**src/rtl/atc_pkg.sv**
```systemverilog
package atc_pkg;

    typedef enum logic [2:0] {
        OP_PLAY   = 3'd0,
        OP_PAUSE  = 3'd1,
        OP_STOP   = 3'd2,
        OP_FF_ON  = 3'd3,
        OP_FF_OFF = 3'd4,
        OP_RW_ON  = 3'd5,
        OP_RW_OFF = 3'd6,
        OP_NONE   = 3'd7
    } op_e;

    typedef enum logic [2:0] {
        M_STOPPED,
        M_PLAY,
        M_PAUSED,
        M_FFWD,
        M_REWIND
    } mode_e;

    function automatic mode_e apply_op(mode_e cur, op_e op);
        case (op)
            OP_PLAY, OP_FF_OFF, OP_RW_OFF: return M_PLAY;
            OP_PAUSE:                      return M_PAUSED;
            OP_STOP:                       return M_STOPPED;
            OP_FF_ON:                      return M_FFWD;
            OP_RW_ON:                      return M_REWIND;
            default:                       return cur;
        endcase
    endfunction

    function automatic logic is_active(mode_e m);
        return (m == M_PLAY) || (m == M_FFWD) || (m == M_REWIND);
    endfunction

endpackage

```
**src/rtl/atc_tick.sv**
```systemverilog
module atc_tick #(
    parameter int TICK_DIV = 1024
) (
    input  logic clk,
    input  logic rst_n,
    output logic tick_o
);
    localparam int CW = (TICK_DIV > 2) ? $clog2(TICK_DIV) : 1;
    localparam logic [CW-1:0] LAST = CW'(TICK_DIV - 1);

    logic [CW-1:0] cnt_d, cnt_q;

    always_comb begin
        cnt_d = (cnt_q == LAST) ? '0 : cnt_q + 1'b1;
    end

    always_ff @(posedge clk) begin
        if (!rst_n) cnt_q <= '0;
        else        cnt_q <= cnt_d;
    end

    assign tick_o = (cnt_q == LAST);
endmodule

```
**src/rtl/atc_step.sv**
```systemverilog
module atc_step
    import atc_pkg::*;
#(
    parameter int POS_W    = 20,
    parameter int LAST_POS = 1048575
) (
    input  logic [POS_W-1:0] pos_i,
    input  mode_e            mode_i,
    output logic [POS_W-1:0] pos_o
);
    localparam logic [POS_W:0] LASTW = (POS_W+1)'(LAST_POS);

    logic [POS_W:0] fwd;

    always_comb begin
        fwd   = {1'b0, pos_i} + ((mode_i == M_FFWD) ? (POS_W+1)'(4) : (POS_W+1)'(1));
        pos_o = pos_i;
        case (mode_i)
            M_PLAY, M_FFWD: pos_o = (fwd > LASTW) ? '0 : fwd[POS_W-1:0];
            M_REWIND:       pos_o = (pos_i < POS_W'(4)) ? '0 : pos_i - POS_W'(4);
            default:        pos_o = pos_i;
        endcase
    end
endmodule

```
**src/rtl/audio_transport_ctrl.sv**
```systemverilog
module audio_transport_ctrl
    import atc_pkg::*;
#(
    parameter int ADDR_W    = 18,
    parameter int WORD_W    = 32,
    parameter int SAMPLE_W  = 8,
    parameter int TICK_DIV  = 1024,
    parameter int LAST_ADDR = (1 << 18) - 1
) (
    input  logic                clk,
    input  logic                rst_n,
    input  logic [2:0]          op_i,
    input  logic                op_valid_i,
    output logic [ADDR_W-1:0]   mem_addr_o,
    output logic                mem_rd_o,
    input  logic [WORD_W-1:0]   mem_rdata_i,
    output logic [SAMPLE_W-1:0] sample_o,
    output logic                sample_ready_o
);
    localparam int PER_WORD = WORD_W / SAMPLE_W;
    localparam int IDX_W    = $clog2(PER_WORD);
    localparam int POS_W    = ADDR_W + IDX_W;
    localparam int LAST_POS = (LAST_ADDR + 1) * PER_WORD - 1;

    typedef struct packed {
        mode_e               mode;
        op_e                 pend;
        logic [POS_W-1:0]    pos;
        logic                fetch;
        logic [IDX_W-1:0]    fidx;
        logic [SAMPLE_W-1:0] sample;
        logic                ready;
    } state_t;

    state_t s_d, s_q;

    logic             tick;
    op_e              cur_op;
    mode_e            mode_next;
    logic [POS_W-1:0] pos_base, pos_step;

    atc_tick #(.TICK_DIV(TICK_DIV)) u_tick (
        .clk   (clk),
        .rst_n (rst_n),
        .tick_o(tick)
    );

    // Command and mode seen at the tick: a command in the tick cycle wins.
    always_comb begin
        cur_op    = (op_valid_i && op_i != 3'(OP_NONE)) ? op_e'(op_i) : s_q.pend;
        mode_next = apply_op(s_q.mode, cur_op);
        pos_base  = (mode_next == M_STOPPED) ? '0 : s_q.pos;
    end

    atc_step #(.POS_W(POS_W), .LAST_POS(LAST_POS)) u_step (
        .pos_i (pos_base),
        .mode_i(mode_next),
        .pos_o (pos_step)
    );

    always_comb begin
        s_d       = s_q;
        s_d.ready = 1'b0;
        s_d.fetch = 1'b0;
        mem_rd_o  = 1'b0;
        mem_addr_o = s_q.pos[POS_W-1:IDX_W];
        if (tick) begin
            s_d.pend = OP_NONE;
            s_d.mode = mode_next;
            s_d.pos  = pos_base;
            if (is_active(mode_next)) begin
                mem_rd_o   = 1'b1;
                mem_addr_o = pos_base[POS_W-1:IDX_W];
                s_d.fetch  = 1'b1;
                s_d.fidx   = pos_base[IDX_W-1:0];
                s_d.pos    = pos_step;
            end
        end else if (op_valid_i && op_i != 3'(OP_NONE)) begin
            s_d.pend = op_e'(op_i);
        end
        if (s_q.fetch) begin
            s_d.sample = mem_rdata_i[s_q.fidx*SAMPLE_W +: SAMPLE_W];
            s_d.ready  = 1'b1;
        end
    end

    always_ff @(posedge clk) begin
        if (!rst_n) begin
            s_q.mode   <= M_STOPPED;
            s_q.pend   <= OP_NONE;
            s_q.pos    <= '0;
            s_q.fetch  <= 1'b0;
            s_q.fidx   <= '0;
            s_q.sample <= '0;
            s_q.ready  <= 1'b0;
        end else begin
            s_q <= s_d;
        end
    end

    assign sample_o       = s_q.sample;
    assign sample_ready_o = s_q.ready;
endmodule

```
**config.mk**
```make
export PLATFORM = sky130hd
export DESIGN_NAME = audio_transport_ctrl
export DESIGN_NICKNAME = d
export VERILOG_FILES = /design/src/rtl/atc_pkg.sv /design/src/rtl/atc_tick.sv /design/src/rtl/atc_step.sv /design/src/rtl/audio_transport_ctrl.sv
export SDC_FILE = /design/constraint.sdc
export NUM_CORES = 1
export LEC_CHECK = 0
export ABC_AREA = 1
export CAP_MARGIN = 5
export CORE_ASPECT_RATIO = 1.2
export CORE_UTILIZATION = 42
export CTS_BUF_LIST = sky130_fd_sc_hd__clkbuf_8
export DETAILED_ROUTE_END_ITERATION = 12
export PLACE_DENSITY = 0.66
export SYNTH_ARGS = -nofsm -noshare
export SYNTH_HDL_FRONTEND = slang
export SYNTH_SLANG_ARGS = --single-unit
```
**constraint.sdc**
```tcl
create_clock -name clk -period 6.9 [get_ports clk]
set_input_delay 1.38 -clock clk [delete_from_list [all_inputs] [get_ports clk]]
set_output_delay 1.38 -clock clk [all_outputs]
set_load 0.005 [all_outputs]
```
Yosys cells after proc, flatten, opt, wreduce, memory -nomap -nowiden
Cells that the tools add are included.
{"block": "totals", "elab_cells": 49, "input_bits": 38, "out_inout_bits": 28, "regBits": 48}
{"block": "classes", "n_addsub": 3, "muxes": 13, "shifts": 1, "n_reduce_logical": 10, "n_eq_ne": 11, "n_bitwise": 1, "n_lt_le_gt_ge": 2}
{"cell": "two-way mux 20 bit", "count": 3}
{"cell": "case mux 20 bit (2 select lines)", "count": 1}
{"cell": "two-way mux 18 bit", "count": 2}
{"cell": "variable part select 32 x 6 -> 8 bit", "count": 1}
{"cell": "two-way mux 23 bit", "count": 1}
{"cell": "adder 20 x 21 -> 21 bit", "count": 1}
{"cell": "greater-than comparator 21 x 20 -> 1 bit (second input constant)", "count": 1}
{"cell": "< comparator 20 x 3 -> 1 bit (second input constant)", "count": 1}
{"cell": "subtractor 20 x 3 -> 20 bit (second input constant)", "count": 1}
{"cell": "case mux 3 bit (5 select lines)", "count": 1}
{"cell": "equality test 3 bit (second input constant)", "count": 4}
{"cell": "adder 10 x 1 -> 10 bit (second input constant)", "count": 1}
{"cell": "equality test 10 bit (second input constant)", "count": 1}
{"cell": "equality test 3 x 2 -> 1 bit (second input constant)", "count": 3}
{"cell": "equality test 3 x 1 -> 1 bit (second input constant)", "count": 2}
{"cell": "logical NOT 3 bit", "count": 2}
{"cell": "two-way mux 3 bit", "count": 2}
{"cell": "AND reduction 2 bit", "count": 2}
{"cell": "OR reduction 2 bit", "count": 2}
{"cell": "two-way mux 1 bit", "count": 3}
{"cell": "inequality test 3 bit (second input constant)", "count": 1}
{"cell": "OR reduction 3 bit", "count": 1}
{"cell": "logical OR 1 bit", "count": 2}
{"cell": "logical AND 1 bit", "count": 1}
{"cell": "inverter 1 bit", "count": 1}

Depth between registers and ports, before layout
Gate-level depths: netlist (run 1).
{"block": "depth", "ltp_word": 13, "ltp_mapped": 28}

Cells and area by module
From an unflattened synthesis (run 1), not the netlist that was laid out.
{"block": "unflattened", "hier_cells": 718, "area_unflattened_um2": 4181.5}
{"module": "audio_transport_ctrl", "n_inst": 1, "area_each_um2": 2224.6, "seq_area_each_um2": 760.7, "cells_each": 361}
{"module": "atc_step", "n_inst": 1, "area_each_um2": 1498.9, "seq_area_each_um2": 0.0, "cells_each": 300}
{"module": "atc_tick", "n_inst": 1, "area_each_um2": 457.9, "seq_area_each_um2": 200.2, "cells_each": 57}

Worst setup path before layout (run 1)
OpenSTA, ideal clock, no wires.
{"block": "synth_timing", "kind": "input port to output port", "startpoint": "input port op_i[2]", "endpoint": "output port mem_rd_o", "path_slack_ns": 3.015, "n_path_buf": 0, "path_stages": 8, "arrival_ns": 2.505, "required_time_ns": 5.520, "path_cell_list": "or2_1 > nand2_2 > nor2_1 > o21ai_1 > inv_1 > nor2_1 > nor2_2 > nor2_1"}
{"block": "synth_between", "elab_chain_len": 11, "word_cells_on_any_way": 19, "cone_classes": "eq/ne: 10; mux: 4; reduce/logical: 5"}
{"item": "from (decl)", "line_no": "audio_transport_ctrl.sv:12", "text": "input logic [2:0] op_i,"}
{"item": "inequality test 3 bit", "line_no": "audio_transport_ctrl.sv:50", "text": "cur_op = (op_valid_i && op_i != 3'(OP_NONE)) ? op_e'(op_i) : s_q.pend;"}
{"item": "logical AND 1 bit", "line_no": "audio_transport_ctrl.sv:50"}
{"item": "two-way mux 3 bit (*)"}
{"item": "equality test 3 bit or logical NOT 3 bit (tied branches)", "line_no": "atc_pkg.sv:23", "text": "case (op)"}
{"item": "OR reduction 3 bit", "line_no": "atc_pkg.sv:23"}
{"item": "case mux 3 bit (5 select lines) (*)", "line_no": "atc_pkg.sv:23"}
{"item": "equality test 3 x 1 -> 1 bit or equality test 3 x 2 -> 1 bit (tied branches)", "line_no": "atc_pkg.sv:34", "text": "return (m == M_PLAY) || (m == M_FFWD) || (m == M_REWIND);"}
{"item": "logical OR 1 bit", "line_no": "atc_pkg.sv:34"}
{"item": "logical OR 1 bit (*)", "line_no": "atc_pkg.sv:34"}
{"item": "two-way mux 1 bit (*)", "line_no": "audio_transport_ctrl.sv:71", "text": "if (is_active(mode_next)) begin"}
{"item": "two-way mux 1 bit (*)", "line_no": "audio_transport_ctrl.sv:67", "text": "if (tick) begin"}
{"item": "to (decl)", "line_no": "audio_transport_ctrl.sv:15", "text": "output logic mem_rd_o,"}
Every way passes the cells marked *; elsewhere a longest branch is shown, timed or not.

Final worst setup path (run 1)
{"block": "layout_timing", "startpoint": "input port op_valid_i", "endpoint": "output port mem_rd_o"}
{"block": "layout_between", "elab_chain_len": 10, "word_cells_on_any_way": 18, "cone_classes": "eq/ne: 9; mux: 4; reduce/logical: 5"}
{"item": "from (decl)", "line_no": "audio_transport_ctrl.sv:13", "text": "input logic op_valid_i,"}
{"item": "logical AND 1 bit (*)", "line_no": "audio_transport_ctrl.sv:50"}
{"item": "two-way mux 3 bit (*)"}
{"item": "equality test 3 bit or logical NOT 3 bit (tied branches)", "line_no": "atc_pkg.sv:23"}
{"item": "OR reduction 3 bit", "line_no": "atc_pkg.sv:23"}
{"item": "case mux 3 bit (5 select lines) (*)", "line_no": "atc_pkg.sv:23"}
{"item": "equality test 3 x 1 -> 1 bit or equality test 3 x 2 -> 1 bit (tied branches)", "line_no": "atc_pkg.sv:34"}
{"item": "logical OR 1 bit", "line_no": "atc_pkg.sv:34"}
{"item": "logical OR 1 bit (*)", "line_no": "atc_pkg.sv:34"}
{"item": "two-way mux 1 bit (*)", "line_no": "audio_transport_ctrl.sv:71"}
{"item": "two-way mux 1 bit (*)", "line_no": "audio_transport_ctrl.sv:67"}
Marks and branches as above.

==> results of run 1 <==
==> Yosys cell counts, types with 4 or more instances <==
cell type / number / share of area (%)
nand2_1: 182 / 18
inv_1: 72 / 7.2
nor2_1: 72 / 7.2
nand3_1: 65 / 8.7
dfxtp_1: 48 / 26
o21ai_0: 39 / 5.2
clkbuf_1: 38 / 3.8
a21oi_1: 30 / 4.0
buf_4: 8 / 1.6
mux2i_1: 8 / 2.1
o21ai_1: 8 / 1.1
o221ai_1: 8 / 1.9
buf_2: 6 / 0.80
xor2_1: 6 / 1.4
nor2_2: 5 / 0.84
ha_1: 4 / 1.3
==> cell usage in the layout (no fill, tap or decap), types with 4 or more instances in the layout <==
master	instances
a21oi_1	30
clkbuf_8	6
clkdlybuf4s50_1	65
dfxtp_1	48
ha_1	4
inv_1	72
mux2i_1	8
nand2_1	182
nand3_1	65
nor2_1	72
nor2_2	5
o21ai_0	39
o21ai_1	8
o221ai_1	8
xor2_1	6
==> power by group <==
| part | total (W) | internal [W] | leakage (nW) | switching, W |
|---|---|---|---|---|
| combinational | 0.000103 | 0.0000395 | 1.55 | 0.0000631 |
| clock | 0.000187 | 0.0000814 | 0.0434 | 0.000105 |
| sequential | 0.000280 | 0.000279 | 0.388 | 0.00000113 |
==> final timing paths <==
kind | from | endpoint | slack (ns)
setup / recovery | op_valid_i | mem_rd_o | 1.61
setup reg to reg | s_q[33]$_SDFF_PP1_ | s_q[24]$_SDFFE_PN0P_ | 3.71
hold / removal | u_tick.cnt_q[0]$_SDFF_PP0_ | u_tick.cnt_q[0]$_SDFF_PP0_ | 0.46
hold reg to reg | u_tick.cnt_q[0]$_SDFF_PP0_ | u_tick.cnt_q[0]$_SDFF_PP0_ | 0.46
==> worst max-delay path: stages <==
cell and delay [ns]:
clkdlybuf4s50_1 0.54, nand2_1 0.13, nand2_1 0.08, nand2_1 0.10, o21ai_1 0.32, inv_1 0.12, nor2_1 0.12, buf_4 0.27
nor2_2 0.08, nor2_1 0.19, clkdlybuf4s50_1 0.56
==> registers in the layout, indices dropped and copies added (netlist names) <==
signal / cells
sample_ready_o: 1
sample_o: 8
s_q: 29
u_tick.cnt_q: 10
==> per-stage QoR <==
step                      setup WS [ns]  cell area, um^2
after detailed placement           1.64             4290
after global placement             1.70             4290
final                              1.61             4390
after floorplan                    3.02             3740
after CTS                          1.62             4390
after global routing               1.42             4390
==> cells by family after synthesis <==
group | synth area share, %
DFF | 25.7
AOI/OAI and AO/OA | 14.9
adders and majority gates | 1.34
and+or+nand+nor | 39.5
xor gates and xnor gates | 1.87
muxes | 2.14
buffers and inverters | 14.6
==> per-layer routing <==
metal  track usage, %  part of all wire (%)  up-vias
met1             29.2                    44     1805
met2             39.9                    49      115
li1                 -                     -     2087
met3             3.45                   5.7       12
met5                0                     0        -
met4             6.11                   1.6        0
==> cell type report <==
class | instances | area [um^2] | share of cell area (%)
Clock buffer | 6 | 82.6 | 1.88
Timing Repair Buffer | 67 | 666 | 15.2
Inverter | 76 | 285 | 6.50
Tap cell | 117 | 146 | 3.34
Multi-Input combinational cell | 464 | 2230 | 50.9
Sequential cell | 48 | 961 | 21.9
Clock inverter | 2 | 15.0 | 0.342
==> flow_summary.json, run 1 <==
{
  "antenna_found_initial": 0,
  "first_iter_violations": 208,
  "setup-violations-final": 0,
  "synth_cell_types": 40,
  "yosys_warnings": 0,
  "crit_fanout": 21,
  "syn_nets": 685,
  "clk_latency_ns": 0.32,
  "dieArea_um2": 9280,
  "h-tree-depth": 2,
  "hold_viol": 0,
  "cts-resized-gates": 0,
  "grt_pass1_vias": 3663,
  "ys_seq_area_share_pct": 25.7,
  "tightest_slew_ns": 0.876,
  "routed_wl_um": 10400,
  "post_cts_buffers": 0,
  "p_leak_nw": 1.98,
  "p_total_w": 0.000570,
  "via_per_inst": 5.15,
  "worstSetupPathType": "in -> out",
  "finalCritPeriodShare_pct": 76.7,
  "holdPathStages": 1,
  "ctsHoldBuffers": 0,
  "clockRootBuffer": "clkbuf_8",
  "clock_sinks": 48,
  "cts_tree": "yes",
  "start_kind": "input pin",
  "num_antenna_cells": 0,
  "ir_drop_uv": 61.2,
  "max_freq_mhz": 189,
  "io_buffers": 65,
  "drt.antenna.violating_nets": 0,
  "slew_violations": 0,
  "num_vias": 4019,
  "routedWlPerCell_um": 13.3,
  "synth_edf_count": 0,
  "p_per_area_nw_per_um2": 130,
  "dp_hpwl_um": 7380,
  "cp_data_arrival_time_ns": 3.91,
  "design.core.area_um2": 8610,
  "final_util_pct": 51.0,
  "grt_pass1_wl_um": 17100,
  "max-cap-violations": 0,
  "max-slew-margin-rel_pct": 41.1,
  "fillCellCount": 917,
  "drt-pass1-iter-count": 5,
  "critPathCaptureType": "primary output",
  "io_pins": 66,
  "fin_crit_ns": 5.29,
  "numCtsBuffers": 5,
  "place_congestion": 0.962,
  "syn_area_um2": 3740,
  "cts_max_path_buffers": 2,
  "fin_nets": 704,
  "drc_errors": 0,
  "finalSetupTns_ns": 0,
  "grt_max_degree": 50,
  "status": "finished, final reports clean",
  "hp-class": "reg -> reg",
  "grt_setup_unrepaired": "no",
  "grtUsageTotal_pct": 23.0,
  "synth_flop_cell": "dfxtp_1",
  "initial_core_util_pct": 43.4,
  "reg2reg_depth": 23,
  "async_flop_share_pct": 0,
  "drive_gt1_share_pct": 4.22,
  "ys_ff_latch": 48,
  "synth.avg_cell_area_um2": 5.81,
  "area_growth_pct": 17.4,
  "rows": 37,
  "die_y_um": 105,
  "instances_no_fill": 780,
  "synth_cells": 643,
  "gr-total-overflow": 0,
  "die_w_um": 88.1,
  "path_clk_slew_ns": 0.09,
  "crit_required_ns": 5.52,
  "dp.cells": 772,
  "finClkSkew_ns": 0.0155,
  "holdWs_ns": 0.457
}
(Power assumes the default switching activity.)
==> run 2: changes to the inputs <==
clock period = 5.43 ns   (was 6.9 ns; I/O delays follow)
==> run 2 against run 1 <==
  * Cell count is the same
  * Final area grew 0.54%
  * Critical endpoint unchanged
  * Die area unchanged
  * Combinational power grew 26%
  * Core utilization rose by 0.28 points
  * Flip-flop and latch count is the same
  * Register-to-register slack worse by 1.4 ns
==> flow_summary.json, run 2 (synthesis gave the netlist of run 1 again) <==
{
  "status": "finished, final reports clean",
  "drt.antenna.violating_nets": 0,
  "drt-pass1-iter-count": 5,
  "drc_errors": 0,
  "io_buffers": 65,
  "numCtsBuffers": 5,
  "first_iter_violations": 225,
  "max_freq_mhz": 223,
  "finClkSkew_ns": 0.0131,
  "finalCritPeriodShare_pct": 82.7,
  "routedWlPerCell_um": 13.5,
  "clock_sinks": 48,
  "crit_required_ns": 4.34,
  "num_antenna_cells": 0,
  "num_vias": 4051,
  "dp_hpwl_um": 7560,
  "cts_tree": "yes",
  "area_growth_pct": 18.0,
  "drive_gt1_share_pct": 4.22,
  "multi_input_area_um2": 2230,
  "critPathCaptureType": "primary output",
  "setup-violations-final": 0,
  "grt_max_degree": 50,
  "clk_latency_ns": 0.31,
  "rows": 37,
  "holdWs_ns": 0.459,
  "p_per_area_nw_per_um2": 174,
  "dieArea_um2": 9280,
  "grt_setup_unrepaired": "no",
  "ir_drop_uv": 108,
  "initial_core_util_pct": 43.4,
  "path_clk_slew_ns": 0.09,
  "start_kind": "input pin",
  "grt_pass1_vias": 3776,
  "die_w_um": 88.1,
  "r2r_slack_ns": 2.33,
  "io_pins": 66,
  "hp-class": "reg -> reg",
  "place_congestion": 0.937,
  "max-cap-violations": 0,
  "clockRootBuffer": "clkbuf_8",
  "finalSetupTns_ns": 0,
  "routed_wl_um": 10600,
  "largest_reg_flops": 29,
  "crit_fanout": 4,
  "antenna_found_initial": 0,
  "post_cts_buffers": 0,
  "max-slew-margin-rel_pct": 35.0,
  "design.core.area_um2": 8610,
  "ctsHoldBuffers": 0,
  "gr-total-overflow": 0,
  "layout_common_cells": "182 x nand2_1, 72 x inv_1, 72 x nor2_1",
  "fin_nets": 704,
  "cp_data_arrival_time_ns": 3.40,
  "largest-register": "s_q",
  "cts-resized-gates": 0,
  "p_leak_nw": 2.00,
  "fillCellCount": 925,
  "die_y_um": 105,
  "layout_commonest_cell": "nand2_1",
  "tightest_slew_ns": 0.966,
  "slew_violations": 0,
  "h-tree-depth": 2,
  "register_area_um2": 961,
  "grt_pass1_wl_um": 17400,
  "via_per_inst": 5.19,
  "worstSetupPathType": "in -> out",
  "grtUsageTotal_pct": 23.4,
  "cts_max_path_buffers": 2,
  "hold_viol": 0,
  "fin_crit_ns": 4.49
}
==> run 2: cell types whose count changed in the layout (fill, tap and decap cells not counted), sizes merged <==
cell | previous run | this run
clkinvlp | 2 | 0
clkinv | 1 | 2
bufinv | 0 | 1
==> run 2: power by group <==
part	internal [W]	switching, W	total [W]
clock	0.000151	0.000130	0.000280
combinational	0.0000502	0.0000802	0.000130
sequential	0.000355	0.00000141	0.000356
total	0.000556	0.000211	0.000767
==> run 2: per-layer routing <==
layer	vias to the layer above	share of wire, %	global-route usage [%]
met2	121	49	42.2
met5	-	0	0
met4	0	1.9	7.60
met1	1836	43	28.2
met3	16	6.1	2.82
li1	2078	-	-
==> run 2: layout make-up <==
cell class / instances / area share [%]
multi-input cells: 464 / 50.6
flip-flops and latches: 48 / 21.8
repair buffers: 67 / 15.1
inverters: 76 / 6.46
well taps: 117 / 3.32
clock buffers: 6 / 1.87
clock inverters: 2 / 0.879
==> run 2: worst max-delay path, cell delays in order <==
cell and delay [ns]:
clkdlybuf4s50_1 0.55, inv_2 0.05, or2_1 0.23, nand2_2 0.11, nor2_1 0.05, o21ai_1 0.19, inv_1 0.12, nor2_1 0.19
nor2_2 0.07, nor2_1 0.21, clkdlybuf4s50_1 0.55
==> run 2: metrics by stage <==
step	setup slack (ns)	util, %	instances	total power [W]	area, um^2
global placement	0.997	49.8	772	0.000492	4290
detailed placement	0.937	49.8	772	0.000494	4290
global route	0.711	51.2	780	0.000806	4410
finish	0.941	51.2	780	0.000767	4410
CTS	0.937	51.2	780	0.000779	4410
floorplan	1.87	-	643	0.000451	3740
==> run 2: worst paths after layout <==
path                              start                    endpoint  cells past startpoint
max reg2reg          s_q[32]$_SDFF_PP1_        s_q[23]$_SDFFE_PN0P_                     19
min          u_tick.cnt_q[0]$_SDFF_PP0_  u_tick.cnt_q[0]$_SDFF_PP0_                      1
min reg2reg  u_tick.cnt_q[0]$_SDFF_PP0_  u_tick.cnt_q[0]$_SDFF_PP0_                      1
max                          op_valid_i                    mem_rd_o                     11
==> run 3: changes to the inputs <==
PLACE_DENSITY = 0.69   (was 0.66)
clock period = 4.1 ns   (was 5.43 ns; I/O delays follow)
==> run 3 against run 2 <==
  * Via count is 2.5% higher
  * Total power increased by 31%
  * Register-to-register slack got worse by 1.1 ns
  * Global-route usage is essentially flat
  * Wire length about the same
  * Final area up 1.5%
  * Clock skew up 0.0017 ns
  * Clock power rose by 24%
  * Die area did not move
  * Flip-flop and latch count is the same
  * Critical path depth grew 3
==> flow_summary.json, run 3 (synthesis gave the netlist of run 1 again) <==
{
  "status": "finished, final reports clean",
  "h-tree-depth": 2,
  "clockRootBuffer": "clkbuf_8",
  "finalCritPeriodShare_pct": 94.2,
  "design.core.area_um2": 8610,
  "instances_no_fill": 790,
  "num_vias": 4154,
  "p_leak_nw": 2.04,
  "hold_viol": 0,
  "fin_nets": 714,
  "numCtsBuffers": 5,
  "multi_input_area_um2": 2230,
  "tightest_slew_ns": 0.882,
  "gr-total-overflow": 0,
  "drt-pass1-iter-count": 5,
  "grt_pass1_wl_um": 17300,
  "crit_required_ns": 3.28,
  "power_frac_seq_pct": 47.0,
  "cts-resized-gates": 0,
  "rows": 37,
  "power.share.clock_pct": 34.7,
  "area_growth_pct": 19.8,
  "max_freq_mhz": 259,
  "first_iter_violations": 265,
  "drc_errors": 0,
  "largest-register": "s_q",
  "drive_gt1_share_pct": 5.65,
  "p_per_area_nw_per_um2": 224,
  "start_kind": "input pin",
  "routedWlPerCell_um": 13.4,
  "dp_hpwl_um": 7880,
  "post_cts_buffers": 0,
  "num_antenna_cells": 0,
  "hp-class": "reg -> reg",
  "antenna_found_initial": 0,
  "max-slew-margin-rel_pct": 40.7,
  "largest_reg_flops": 29,
  "register_area_um2": 961,
  "max-cap-violations": 0,
  "dieArea_um2": 9280,
  "fillCellCount": 922,
  "pwr-share-comb_pct": 18.2,
  "critPathBufInv": 4,
  "initial_core_util_pct": 43.4,
  "slew_violations": 0,
  "crit_fanout": 4,
  "dp.cells": 782,
  "cts_max_path_buffers": 2,
  "cp_slowest_cell": "clkdlybuf4s50_1",
  "grt_pass1_vias": 3813,
  "cp_data_arrival_time_ns": 3.04,
  "fin_crit_ns": 3.86,
  "holdWs_ns": 0.455,
  "worstPathCellList": "clkdlybuf4s50_1 -> nand2_1 -> nand2_1 -> nand2_1 -> nand2_1 -> inv_1 -> nand3_1 -> nand2_1 -> nor2_4 -> nand2_1 -> inv_1 -> nor2_2 -> nor2_1 -> clkdlybuf4s50_1",
  "die_y_um": 105,
  "path_clk_slew_ns": 0.09,
  "clock_sinks": 48,
  "finalSetupTns_ns": 0,
  "grt_setup_unrepaired": "no",
  "switchingPower_w": 0.000279,
  "critPathCaptureType": "primary output",
  "layout_common_cells": "182 x nand2_1, 72 x inv_1, 72 x nor2_1",
  "layout_commonest_cell": "nand2_1",
  "routed_wl_um": 10600,
  "timing.critical_path.slowest_cell_delay_ns": 0.53,
  "grtUsageTotal_pct": 23.4,
  "worstSetupPathType": "in -> out",
  "grt_max_degree": 26,
  "place_congestion": 0.950,
  "path_common_cell": "nand2_1",
  "io_pins": 66,
  "drt.antenna.violating_nets": 0,
  "cts_tree": "yes",
  "die_w_um": 88.1,
  "io_buffers": 65,
  "finClkSkew_ns": 0.0148,
  "setup-violations-final": 0,
  "ctsHoldBuffers": 0,
  "crit_family": "buffers and inverters",
  "p_int_w": 0.000724,
  "via_per_inst": 5.26,
  "clk_latency_ns": 0.31,
  "swShare_pct": 27.9,
  "ir_drop_uv": 124
}
## run 3: cell type report
class / instances / area share [%]
flip-flops and latches: 48 / 21.5
well taps: 117 / 3.27
clock inverters: 3 / 0.950
clock buffers: 5 / 1.54
inverters: 76 / 6.37
repair buffers: 77 / 16.5
multi-input cells: 464 / 49.9
## run 3: metrics by stage
step	setup slack (ns)	util, %	total power (W)	area [um^2]
6_report	0.238	52.0	0.00100	4480
5_1_grt	0.00213	52.0	0.00105	4480
4_1_cts	0.233	52.0	0.00101	4480
3_5_place_dp	0.0854	50.7	0.000664	4370
3_3_place_gp	0.175	50.7	0.000659	4370
2_1_floorplan	0.805	-	0.000598	3740
## run 3: routing by layer
metal | wire [um] | vias to the layer above | part of all wire, % | global-route usage, %
li1 | - | 2093 | - | -
met1 | 4480 | 1885 | 42 | 27.5
met2 | 5120 | 153 | 48 | 41.5
met3 | 685 | 23 | 6.5 | 3.37
met4 | 276 | 0 | 2.6 | 9.79
met5 | 0 | - | 0 | 0
## run 3: power by group through the flow
stage	sequential, W	clock, W	combinational [W]
final	0.000472	0.000348	0.000183
after floorplan	0.000482	0	0.000115
after global placement	0.000483	0	0.000176
after global routing	0.000473	0.000379	0.000199
after detailed placement	0.000483	0	0.000181
after CTS	0.000472	0.000358	0.000181
## run 3: worst paths after layout
path,from,to,slack (ns),depth (start not counted)
worst max register to register,s_q[32]$_SDFF_PP1_,s_q[24]$_SDFFE_PN0P_,1.25,23
worst min register to register,u_tick.cnt_q[0]$_SDFF_PP0_,u_tick.cnt_q[0]$_SDFF_PP0_,0.46,1
worst min-delay path,u_tick.cnt_q[0]$_SDFF_PP0_,u_tick.cnt_q[0]$_SDFF_PP0_,0.46,1
worst max-delay path,op_i[0],mem_rd_o,0.24,14
## run 3: worst reg2reg max path, stage by stage (launching register included)
cell and delay (ns):
dfxtp_1 0.34, inv_1 0.04, nand3_1 0.07, nand2_1 0.10, nor2_1 0.11, nand2_1 0.07, nand2_2 0.09, nor2_4 0.05
nand2_4 0.08, buf_4 0.26, nand2_1 0.13, inv_1 0.08, ha_1 0.18, a21oi_1 0.11, inv_1 0.08, nand4_2 0.13
nor2_1 0.19, nand2_1 0.14, nor2_1 0.14, nand2_1 0.08, nand3_1 0.09, nand3_1 0.08, nand2_1 0.08, nand2_1 0.05
